**config.mk**
```make
export PLATFORM = sky130hd
export DESIGN_NAME = irq_hub
export DESIGN_NICKNAME = d
export VERILOG_FILES = /design/src/rtl/irq_hub_pkg.sv /design/src/rtl/irq_hub_decode.sv /design/src/rtl/irq_hub_src.sv /design/src/rtl/irq_hub_ctx.sv /design/src/rtl/irq_hub.sv
export SDC_FILE = /design/constraint.sdc
export NUM_CORES = 1
export LEC_CHECK = 0
export BUFFER_PORTS_ARGS = -buffer_cell sky130_fd_sc_hd__buf_2
export CELL_PAD_IN_SITES_DETAIL_PLACEMENT = 1
export CELL_PAD_IN_SITES_GLOBAL_PLACEMENT = 2
export CORE_ASPECT_RATIO = 1.1
export CORE_MARGIN = 2
export CORE_UTILIZATION = 42
export CTS_CLUSTER_DIAMETER = 120
export DETAILED_ROUTE_END_ITERATION = 10
export PLACE_DENSITY = 0.82
export SYNTH_ARGS = -nofsm -noshare
export SYNTH_HDL_FRONTEND = slang
export SYNTH_SLANG_ARGS = --single-unit
```
**constraint.sdc**
```tcl
create_clock -name clk -period 85.5 [get_ports clk]
set_input_delay 8.55 -clock clk [delete_from_list [all_inputs] [get_ports clk]]
set_output_delay 8.55 -clock clk [all_outputs]
set_load 0.01 [all_outputs]
```
**src/rtl/irq_hub_pkg.sv**
```systemverilog
package irq_hub_pkg;

   typedef enum logic [2:0] {
      RG_NONE,
      RG_PRIO,
      RG_PEND,
      RG_EN,
      RG_THR,
      RG_CLAIM
   } hub_region_e;

   function automatic int unsigned f_words(input int unsigned n);
      return (n + 31) / 32;
   endfunction

   function automatic int unsigned f_idx_w(input int unsigned n);
      return (n > 1) ? $clog2(n) : 1;
   endfunction

endpackage

```
**src/rtl/irq_hub_decode.sv**
```systemverilog
module irq_hub_decode
   import irq_hub_pkg::*;
#(
   parameter int unsigned ADDR_W     = 16,
   parameter int unsigned NUM_SRC    = 40,
   parameter int unsigned NUM_CTX    = 2,
   parameter int unsigned PRIO_BASE  = 32'h0000,
   parameter int unsigned PEND_BASE  = 32'h1000,
   parameter int unsigned EN_BASE    = 32'h2000,
   parameter int unsigned EN_STRIDE  = 128,
   parameter int unsigned CTX_BASE   = 32'h4000,
   parameter int unsigned CTX_STRIDE = 4096,
   localparam int unsigned SRC_WORDS = f_words(NUM_SRC),
   localparam int unsigned ID_W      = f_idx_w(NUM_SRC),
   localparam int unsigned WIDX_W    = f_idx_w(SRC_WORDS),
   localparam int unsigned CTX_W     = f_idx_w(NUM_CTX)
) (
   input  logic [ADDR_W-1:0] addr,
   output hub_region_e       region,
   output logic [ID_W-1:0]   src_id,
   output logic [WIDX_W-1:0] word,
   output logic [CTX_W-1:0]  ctx
);

   logic [31:0] a;
   assign a = 32'(addr);

   always_comb begin
      logic [31:0] off;
      region = RG_NONE;
      src_id = '0;
      word   = '0;
      ctx    = '0;
      off    = '0;
      if (a[1:0] == 2'b00) begin
         if (a >= PRIO_BASE && a < PRIO_BASE + (NUM_SRC - 1) * 4) begin
            region = RG_PRIO;
            src_id = ID_W'(((a - PRIO_BASE) >> 2) + 1);
         end else if (a >= PEND_BASE && a < PEND_BASE + SRC_WORDS * 4) begin
            region = RG_PEND;
            word   = WIDX_W'((a - PEND_BASE) >> 2);
         end else if (a >= EN_BASE && a < EN_BASE + NUM_CTX * EN_STRIDE) begin
            off = a - EN_BASE;
            if (((off % EN_STRIDE) >> 2) < SRC_WORDS) begin
               region = RG_EN;
               word   = WIDX_W'((off % EN_STRIDE) >> 2);
               ctx    = CTX_W'(off / EN_STRIDE);
            end
         end else if (a >= CTX_BASE && a < CTX_BASE + NUM_CTX * CTX_STRIDE) begin
            off = a - CTX_BASE;
            ctx = CTX_W'(off / CTX_STRIDE);
            if ((off % CTX_STRIDE) == 0)      region = RG_THR;
            else if ((off % CTX_STRIDE) == 4) region = RG_CLAIM;
         end
      end
   end

endmodule

```
**src/rtl/irq_hub_src.sv**
```systemverilog
module irq_hub_src #(
   parameter int unsigned NUM_SRC = 40,
   parameter int unsigned PRIO_W  = 3,
   parameter int unsigned VEC_W   = 64,
   parameter int unsigned ID_W    = 6
) (
   input  logic                      clk,
   input  logic                      rst_n,
   input  logic [NUM_SRC-1:1]        src_req,
   input  logic                      prio_we,
   input  logic [ID_W-1:0]           prio_id,
   input  logic [PRIO_W-1:0]         prio_wd,
   input  logic [NUM_SRC-1:1]        claim_set,
   input  logic                      cmpl_we,
   input  logic [ID_W-1:0]           cmpl_id,
   output logic [VEC_W-1:0]          pend_v,
   output logic [VEC_W-1:0]          clm_v,
   output logic [NUM_SRC*PRIO_W-1:0] prio_flat
);

   assign prio_flat[PRIO_W-1:0] = '0;

   for (genvar gi = 0; gi < VEC_W; gi++) begin : g_src
      if (gi == 0 || gi >= NUM_SRC) begin : g_void
         assign pend_v[gi] = 1'b0;
         assign clm_v[gi]  = 1'b0;
      end else begin : g_live
         logic             pend_q;
         logic             clm_q;
         logic [PRIO_W-1:0] prio_q;
         logic             cmpl_hit;

         assign cmpl_hit = cmpl_we && (cmpl_id == ID_W'(gi));

         always_ff @(posedge clk or negedge rst_n) begin
            if (!rst_n) begin
               pend_q <= 1'b0;
               clm_q  <= 1'b0;
               prio_q <= '0;
            end else begin
               pend_q <= claim_set[gi] ? 1'b0 : src_req[gi];
               if (claim_set[gi])  clm_q <= 1'b1;
               else if (cmpl_hit)  clm_q <= 1'b0;
               if (prio_we && prio_id == ID_W'(gi)) prio_q <= prio_wd;
            end
         end

         assign pend_v[gi] = pend_q;
         assign clm_v[gi]  = clm_q;
         assign prio_flat[gi*PRIO_W +: PRIO_W] = prio_q;

         AST_CLAIM_TAKES: assert property (@(posedge clk) disable iff (!rst_n)
            claim_set[gi] |=> (clm_v[gi] && !pend_v[gi]));
         AST_CMPL_FREES: assert property (@(posedge clk) disable iff (!rst_n)
            (cmpl_hit && !claim_set[gi]) |=> !clm_v[gi]);
         AST_LEVEL_FOLLOW: assert property (@(posedge clk) disable iff (!rst_n)
            !claim_set[gi] |=> (pend_v[gi] == $past(src_req[gi])));
      end
   end

endmodule

```
**src/rtl/irq_hub_ctx.sv**
```systemverilog
module irq_hub_ctx #(
   parameter int unsigned NUM_SRC   = 40,
   parameter int unsigned PRIO_W    = 3,
   parameter int unsigned VEC_W     = 64,
   parameter int unsigned WIDX_W    = 1,
   parameter int unsigned ID_W      = 6,
   parameter bit          REG_IRQ   = 1'b0,
   localparam int unsigned MAX_PRIO = (1 << PRIO_W) - 1
) (
   input  logic                      clk,
   input  logic                      rst_n,
   input  logic [VEC_W-1:0]          pend_v,
   input  logic [VEC_W-1:0]          clm_v,
   input  logic [NUM_SRC*PRIO_W-1:0] prio_flat,
   input  logic                      en_we,
   input  logic [WIDX_W-1:0]         en_word,
   input  logic                      thr_we,
   input  logic [31:0]               wdata,
   output logic [VEC_W-1:0]          en_o,
   output logic [PRIO_W-1:0]         thr_o,
   output logic [ID_W-1:0]           win_id,
   output logic                      irq_o
);

   logic [VEC_W-1:0]  en_q;
   logic [VEC_W-1:0]  en_mask;
   logic [PRIO_W-1:0] thr_q;
   logic              hit;

   always_comb begin
      en_mask = '0;
      for (int s = 1; s < NUM_SRC; s++) en_mask[s] = 1'b1;
   end

   always_ff @(posedge clk or negedge rst_n) begin
      if (!rst_n) begin
         en_q  <= '0;
         thr_q <= '0;
      end else begin
         if (en_we) en_q[en_word*32 +: 32] <= wdata & en_mask[en_word*32 +: 32];
         if (thr_we && wdata <= 32'(MAX_PRIO)) thr_q <= wdata[PRIO_W-1:0];
      end
   end

   always_comb begin
      logic [PRIO_W-1:0] best_p;
      win_id = '0;
      best_p = thr_q;
      for (int s = 1; s < NUM_SRC; s++) begin
         if (pend_v[s] && !clm_v[s] && en_q[s] &&
             prio_flat[s*PRIO_W +: PRIO_W] > best_p) begin
            win_id = ID_W'(s);
            best_p = prio_flat[s*PRIO_W +: PRIO_W];
         end
      end
   end

   assign hit   = (win_id != '0);
   assign en_o  = en_q;
   assign thr_o = thr_q;

   if (REG_IRQ) begin : g_irq_reg
      logic irq_q;
      always_ff @(posedge clk or negedge rst_n) begin
         if (!rst_n) irq_q <= 1'b0;
         else        irq_q <= hit;
      end
      assign irq_o = irq_q;
   end else begin : g_irq_comb
      assign irq_o = hit;

      AST_IRQ_JUSTIFIED: assert property (@(posedge clk) disable iff (!rst_n)
         irq_o |-> (pend_v[win_id] && !clm_v[win_id] && en_o[win_id] &&
                    prio_flat[win_id*PRIO_W +: PRIO_W] > thr_o));
      AST_IRQ_NEEDS_ENABLE: assert property (@(posedge clk) disable iff (!rst_n)
         (en_o == '0) |-> !irq_o);
   end

   AST_THR_REJECT: assert property (@(posedge clk) disable iff (!rst_n)
      (thr_we && wdata > 32'(MAX_PRIO)) |=> $stable(thr_o));

endmodule

```
**src/rtl/irq_hub.sv**
```systemverilog
module irq_hub
   import irq_hub_pkg::*;
#(
   parameter int unsigned ADDR_W     = 16,
   parameter int unsigned NUM_SRC    = 40,
   parameter int unsigned NUM_CTX    = 2,
   parameter int unsigned PRIO_W     = 3,
   parameter int unsigned PRIO_BASE  = 32'h0000,
   parameter int unsigned PEND_BASE  = 32'h1000,
   parameter int unsigned EN_BASE    = 32'h2000,
   parameter int unsigned EN_STRIDE  = 128,
   parameter int unsigned CTX_BASE   = 32'h4000,
   parameter int unsigned CTX_STRIDE = 4096,
   parameter bit          REG_IRQ    = 1'b0
) (
   input  logic               clk,
   input  logic               rst_n,
   input  logic [ADDR_W-1:0]  addr,
   input  logic               we,
   input  logic [31:0]        wdata,
   input  logic               re,
   output logic [31:0]        rd_data,
   input  logic [NUM_SRC-1:1] src_req,
   output logic [NUM_CTX-1:0] irq
);

   localparam int unsigned SRC_WORDS = f_words(NUM_SRC);
   localparam int unsigned VEC_W     = SRC_WORDS * 32;
   localparam int unsigned ID_W      = f_idx_w(NUM_SRC);
   localparam int unsigned WIDX_W    = f_idx_w(SRC_WORDS);
   localparam int unsigned CTX_W     = f_idx_w(NUM_CTX);

   if (NUM_SRC < 2 || NUM_SRC > 1024) begin : g_bad_src
      $error("NUM_SRC must lie in 2..1024");
   end
   if (NUM_CTX < 1 || NUM_CTX > 64) begin : g_bad_ctx
      $error("NUM_CTX must lie in 1..64");
   end
   if (PRIO_W < 1 || PRIO_W > 8) begin : g_bad_prio
      $error("PRIO_W must lie in 1..8");
   end
   if ((EN_STRIDE & (EN_STRIDE - 1)) != 0 || EN_STRIDE < SRC_WORDS * 4) begin : g_bad_en
      $error("EN_STRIDE must be a power of two covering all source words");
   end
   if ((CTX_STRIDE & (CTX_STRIDE - 1)) != 0 || CTX_STRIDE < 8) begin : g_bad_cs
      $error("CTX_STRIDE must be a power of two of at least 8");
   end

   hub_region_e       region;
   logic [ID_W-1:0]   d_src;
   logic [WIDX_W-1:0] d_word;
   logic [CTX_W-1:0]  d_ctx;

   irq_hub_decode #(
      .ADDR_W(ADDR_W), .NUM_SRC(NUM_SRC), .NUM_CTX(NUM_CTX),
      .PRIO_BASE(PRIO_BASE), .PEND_BASE(PEND_BASE), .EN_BASE(EN_BASE),
      .EN_STRIDE(EN_STRIDE), .CTX_BASE(CTX_BASE), .CTX_STRIDE(CTX_STRIDE)
   ) u_dec (
      .addr(addr), .region(region), .src_id(d_src), .word(d_word), .ctx(d_ctx)
   );

   logic [VEC_W-1:0]          pend_v;
   logic [VEC_W-1:0]          clm_v;
   logic [NUM_SRC*PRIO_W-1:0] prio_flat;
   logic [NUM_SRC-1:1]        claim_set;
   logic                      cmpl_we;
   logic [VEC_W-1:0]          en_all  [NUM_CTX];
   logic [PRIO_W-1:0]         thr_all [NUM_CTX];
   logic [ID_W-1:0]           win_all [NUM_CTX];
   logic [NUM_CTX-1:0]        claim_rd;

   assign cmpl_we = we && (region == RG_CLAIM) && (wdata < 32'(NUM_SRC));

   irq_hub_src #(
      .NUM_SRC(NUM_SRC), .PRIO_W(PRIO_W), .VEC_W(VEC_W), .ID_W(ID_W)
   ) u_src (
      .clk(clk), .rst_n(rst_n), .src_req(src_req),
      .prio_we(we && region == RG_PRIO), .prio_id(d_src),
      .prio_wd(wdata[PRIO_W-1:0]), .claim_set(claim_set),
      .cmpl_we(cmpl_we), .cmpl_id(wdata[ID_W-1:0]),
      .pend_v(pend_v), .clm_v(clm_v), .prio_flat(prio_flat)
   );

   for (genvar gc = 0; gc < NUM_CTX; gc++) begin : g_ctx
      logic sel;
      assign sel          = (d_ctx == CTX_W'(gc));
      assign claim_rd[gc] = re && region == RG_CLAIM && sel;

      irq_hub_ctx #(
         .NUM_SRC(NUM_SRC), .PRIO_W(PRIO_W), .VEC_W(VEC_W),
         .WIDX_W(WIDX_W), .ID_W(ID_W), .REG_IRQ(REG_IRQ)
      ) u_ctx (
         .clk(clk), .rst_n(rst_n), .pend_v(pend_v), .clm_v(clm_v),
         .prio_flat(prio_flat),
         .en_we(we && region == RG_EN && sel), .en_word(d_word),
         .thr_we(we && region == RG_THR && sel), .wdata(wdata),
         .en_o(en_all[gc]), .thr_o(thr_all[gc]), .win_id(win_all[gc]),
         .irq_o(irq[gc])
      );
   end

   always_comb begin
      claim_set = '0;
      for (int c = 0; c < NUM_CTX; c++) begin
         if (claim_rd[c] && win_all[c] != '0) claim_set[win_all[c]] = 1'b1;
      end
   end

   logic [31:0] rd_val;

   always_comb begin
      case (region)
         RG_PRIO:  rd_val = 32'(prio_flat[d_src*PRIO_W +: PRIO_W]);
         RG_PEND:  rd_val = pend_v[d_word*32 +: 32];
         RG_EN:    rd_val = en_all[d_ctx][d_word*32 +: 32];
         RG_THR:   rd_val = 32'(thr_all[d_ctx]);
         RG_CLAIM: rd_val = 32'(win_all[d_ctx]);
         default:  rd_val = '0;
      endcase
   end

   always_ff @(posedge clk or negedge rst_n) begin
      if (!rst_n)  rd_data <= '0;
      else if (re) rd_data <= rd_val;
   end

   AST_ONE_CLAIM: assert property (@(posedge clk) disable iff (!rst_n)
      $onehot0(claim_set));
   AST_BAD_READ_ZERO: assert property (@(posedge clk) disable iff (!rst_n)
      (re && addr[1:0] != 2'b00) |=> (rd_data == 32'd0));
   AST_CLAIM_ID_RANGE: assert property (@(posedge clk) disable iff (!rst_n)
      (re && region == RG_CLAIM) |=> (rd_data < 32'(NUM_SRC)));

endmodule

```
==> reports/metrics.yaml <==
timing:
  fin_crit_sh_pct: 84.6
  fin_worst_skew_ns: 0.0530
  period_minus_slack_ns: 72.35
  slew_viol_final: 0
  rsz0062_at_grt: "no"
  tightest_slew_ns: 1.27
  setup_ws_ns: 13.15
  setup_viol: 0
  hold_violations: 0
  slew_headroom_pct: 14.5
  fmax_mhz: 13.8
  setup_tns_ns: 0
finish:
  layout_common_cells: "nand2_1, dfrtp_1, nor2_1"
  area.growth.synth_to_final_pct: 10.7
  layout_commonest_cell: "nand2_1"
  multi_input_area_um2: 18100
  final_cells: 4246
  drive_gt1_share_pct: 15.3
  post-route-util_pct: 47.0
  seqCellArea_um2: 9030
  diodes: 0
  nets: 3611
  nFillCells: 7828
synthesis:
  synth_fa_ha_area_share_pct: 8.14
  syn-instance-count: 3288
  synth_top_family_by_area: "compound AO/OA/AOI/OAI gates"
  synth-xor-area-share_pct: 0.0623
  syn_area_per_cell_um2: 8.55
  synth.mux.area_fraction_pct: 9.87
  synth_top_flop_cell: "dfrtp_1"
  ys_warn_count: 0
  synth_compound_area_share_pct: 23.6
  netlist_area_um2: 28100
  ys_seq_elements: 361
  synth_simple_gate_area_share_pct: 22.2
  ys_types: 106
  seq_area_frac_synth_pct: 32.1
  synth_edf_count: 0
  synth_nets: 3544
  async_reset_ff_share_pct: 100
global_routing:
  antenna_found_initial: 3
  grt_pass1_vias: 28700
  grt_pass1_wl_um: 192000
  grt_max_degree: 82
  grt.total_usage_pct: 37.4
  grt_overflow: 0
critical_path:
  crit_fanout: 12
  cp-startpoint: "u_src.g_src[1].g_live.prio_q[1]$_DFFE_PN0P_"
  cp.buffers_inverters: 21
  slowest_delay_ns: 0.97
  critPathKind: "reg2out"
  critPathLaunchType: "flop"
  crit_family: "compound AO/OA/AOI/OAI gates"
  worstPathRequired_ns: 76.95
  cp_slowest_cell: "o21ai_0"
  worstSetupEndpointType: "output port"
  cp_common_cell: "ha_1"
  rr_startpoint: "u_src.g_src[1].g_live.prio_q[1]$_DFFE_PN0P_"
  arrival_ns: 63.80
routing:
  drt_wl_total_um: 131000
  drc: 0
  drt-vias-per-instance: 6.66
  drt_first_iter_violations: 2222
  drt_pre_antenna_iters: 5
  drt.antenna.violating_nets: 0
  post_drt_wl_per_cell_um: 31.0
  vias: 28300
clock_tree:
  ctsHtreeMaxLevel: 2
  cts_buffer_depth: 3
  clk_latency_ns: 0.63
  clk_pin_slew_ns: 0.06
  cts_tree: "done"
  cts_hold_buf: 0
  cts_sinks: 361
  cts_made_buffers: 44
  cts_resized: 0
  cts-root-buf: "clkbuf_16"
  post_cts_buffers: 0
pwr:
  p_leak_uw: 0.0146
  total_power_uw: 391
  ir_drop_mv: 0.0145
  powerDensity_nw_per_um2: 12.6
die:
  rows: 99
  die-area_um2: 69000
  die_height_um: 275
  num_io_pins: 125
  core_um2: 66300
  die_w_um: 251
  start_util_pct: 42.4
hold_path:
  hold_start: "rd_data[25]$_DFFE_PN0P_"
  hold_path.class: "reg2reg"
placement:
  pre_cts_slack_ns: 15.43
  dpl.hpwl_um: 102000
  placed_cells: 4167
  port_buffers: 124
  place_congestion: 0.979
job:
  drv_cap: 0
run_status:
  outcome: "finished, final reports clean"
-- cells in the mapped netlist, types with 26 or more instances --
library cell,count,area [µm²]
nor2b_1,132,826
o21ai_0,189,946
nand2b_1,35,219
o211ai_1,68,510
a31oi_1,61,382
nor2_1,227,852
nand3_1,116,581
a21o_1,40,300
nand4_1,35,219
a21oi_1,145,726
nor3_1,43,215
mux2i_1,42,420
mux2_2,203,2290
and2_1,66,413
a311oi_1,55,482
and3_1,63,394
dfrtp_1,361,9030
nand2_1,417,1570
inv_1,149,559
ha_1,165,2060
clkbuf_1,119,447
o211a_1,36,360
o21a_1,52,390
o2bb2ai_1,26,228
-- report_power, final --
group / internal, µW / switching [µW]
sequential: 172 / 0.776
clock: 112 / 84.3
combinational: 5.54 / 16.7
total: 289 / 102
-- stage by stage --
step / hold WS (ns) / area [µm²]
after CTS: 0.487 / 31100
after detailed placement: 0.468 / 29600
after global placement: 0.466 / 29600
final: 0.480 / 31100
after global routing: 0.500 / 31100
after floorplan: 0.464 / 28100
-- path summary, 6_finish.rpt --
kind,end,slack [ns],depth (start not counted)
min reg2reg,rd_data[25]$_DFFE_PN0P_,0.48,1
min in group asynchronous,rd_data[25]$_DFFE_PN0P_,7.92,1
min,rd_data[25]$_DFFE_PN0P_,0.48,1
max in group asynchronous,u_src.g_src[11].g_live.prio_q[2]$_DFFE_PN0P_,75.16,3
max reg2reg,u_src.g_src[24].g_live.clm_q$_DFFE_PN0P_,21.48,264
max,irq[1],13.15,261
-- layout make-up --
type                       instances  share of cell area, %
timing repair buffer             159                   2.88
inverter                         151                   1.82
multi-input combinational       2638                   58.0
clock inverter                    15                  0.667
tap                              858                   3.45
clock buffer                      64                   4.13
sequential                       361                   29.0
-- routing by layer --
metal,track usage (%),vias up,share of wire (%)
li1,-,12300,-
met1,49.9,14600,43
met2,60.2,1116,45
met3,5.12,262,6.8
met4,17.7,4,5.1
met5,0,-,0.021
-- registers in the layout, indices dropped and copies added (netlist names) --
name / flops
u_src.g_src.g_live.prio_q: 117
g_ctx.u_ctx.thr_o: 6
g_ctx.u_ctx.en_o: 128
u_src.g_src.g_live.clm_q: 39
u_src.g_src.g_live.pend_q: 39
rd_data: 32
-- logic make-up (layout without fill, tap and decap cells) --
kind of cell    Yosys count  in the layout
simple gates           1259           1259
mux                     248            248
fa+ha+maj               187            187
xor+xnor                  2              2
compound gates          942            942
flops                   361            361
buf+inv                 289            389
(Power assumes the default switching activity.)
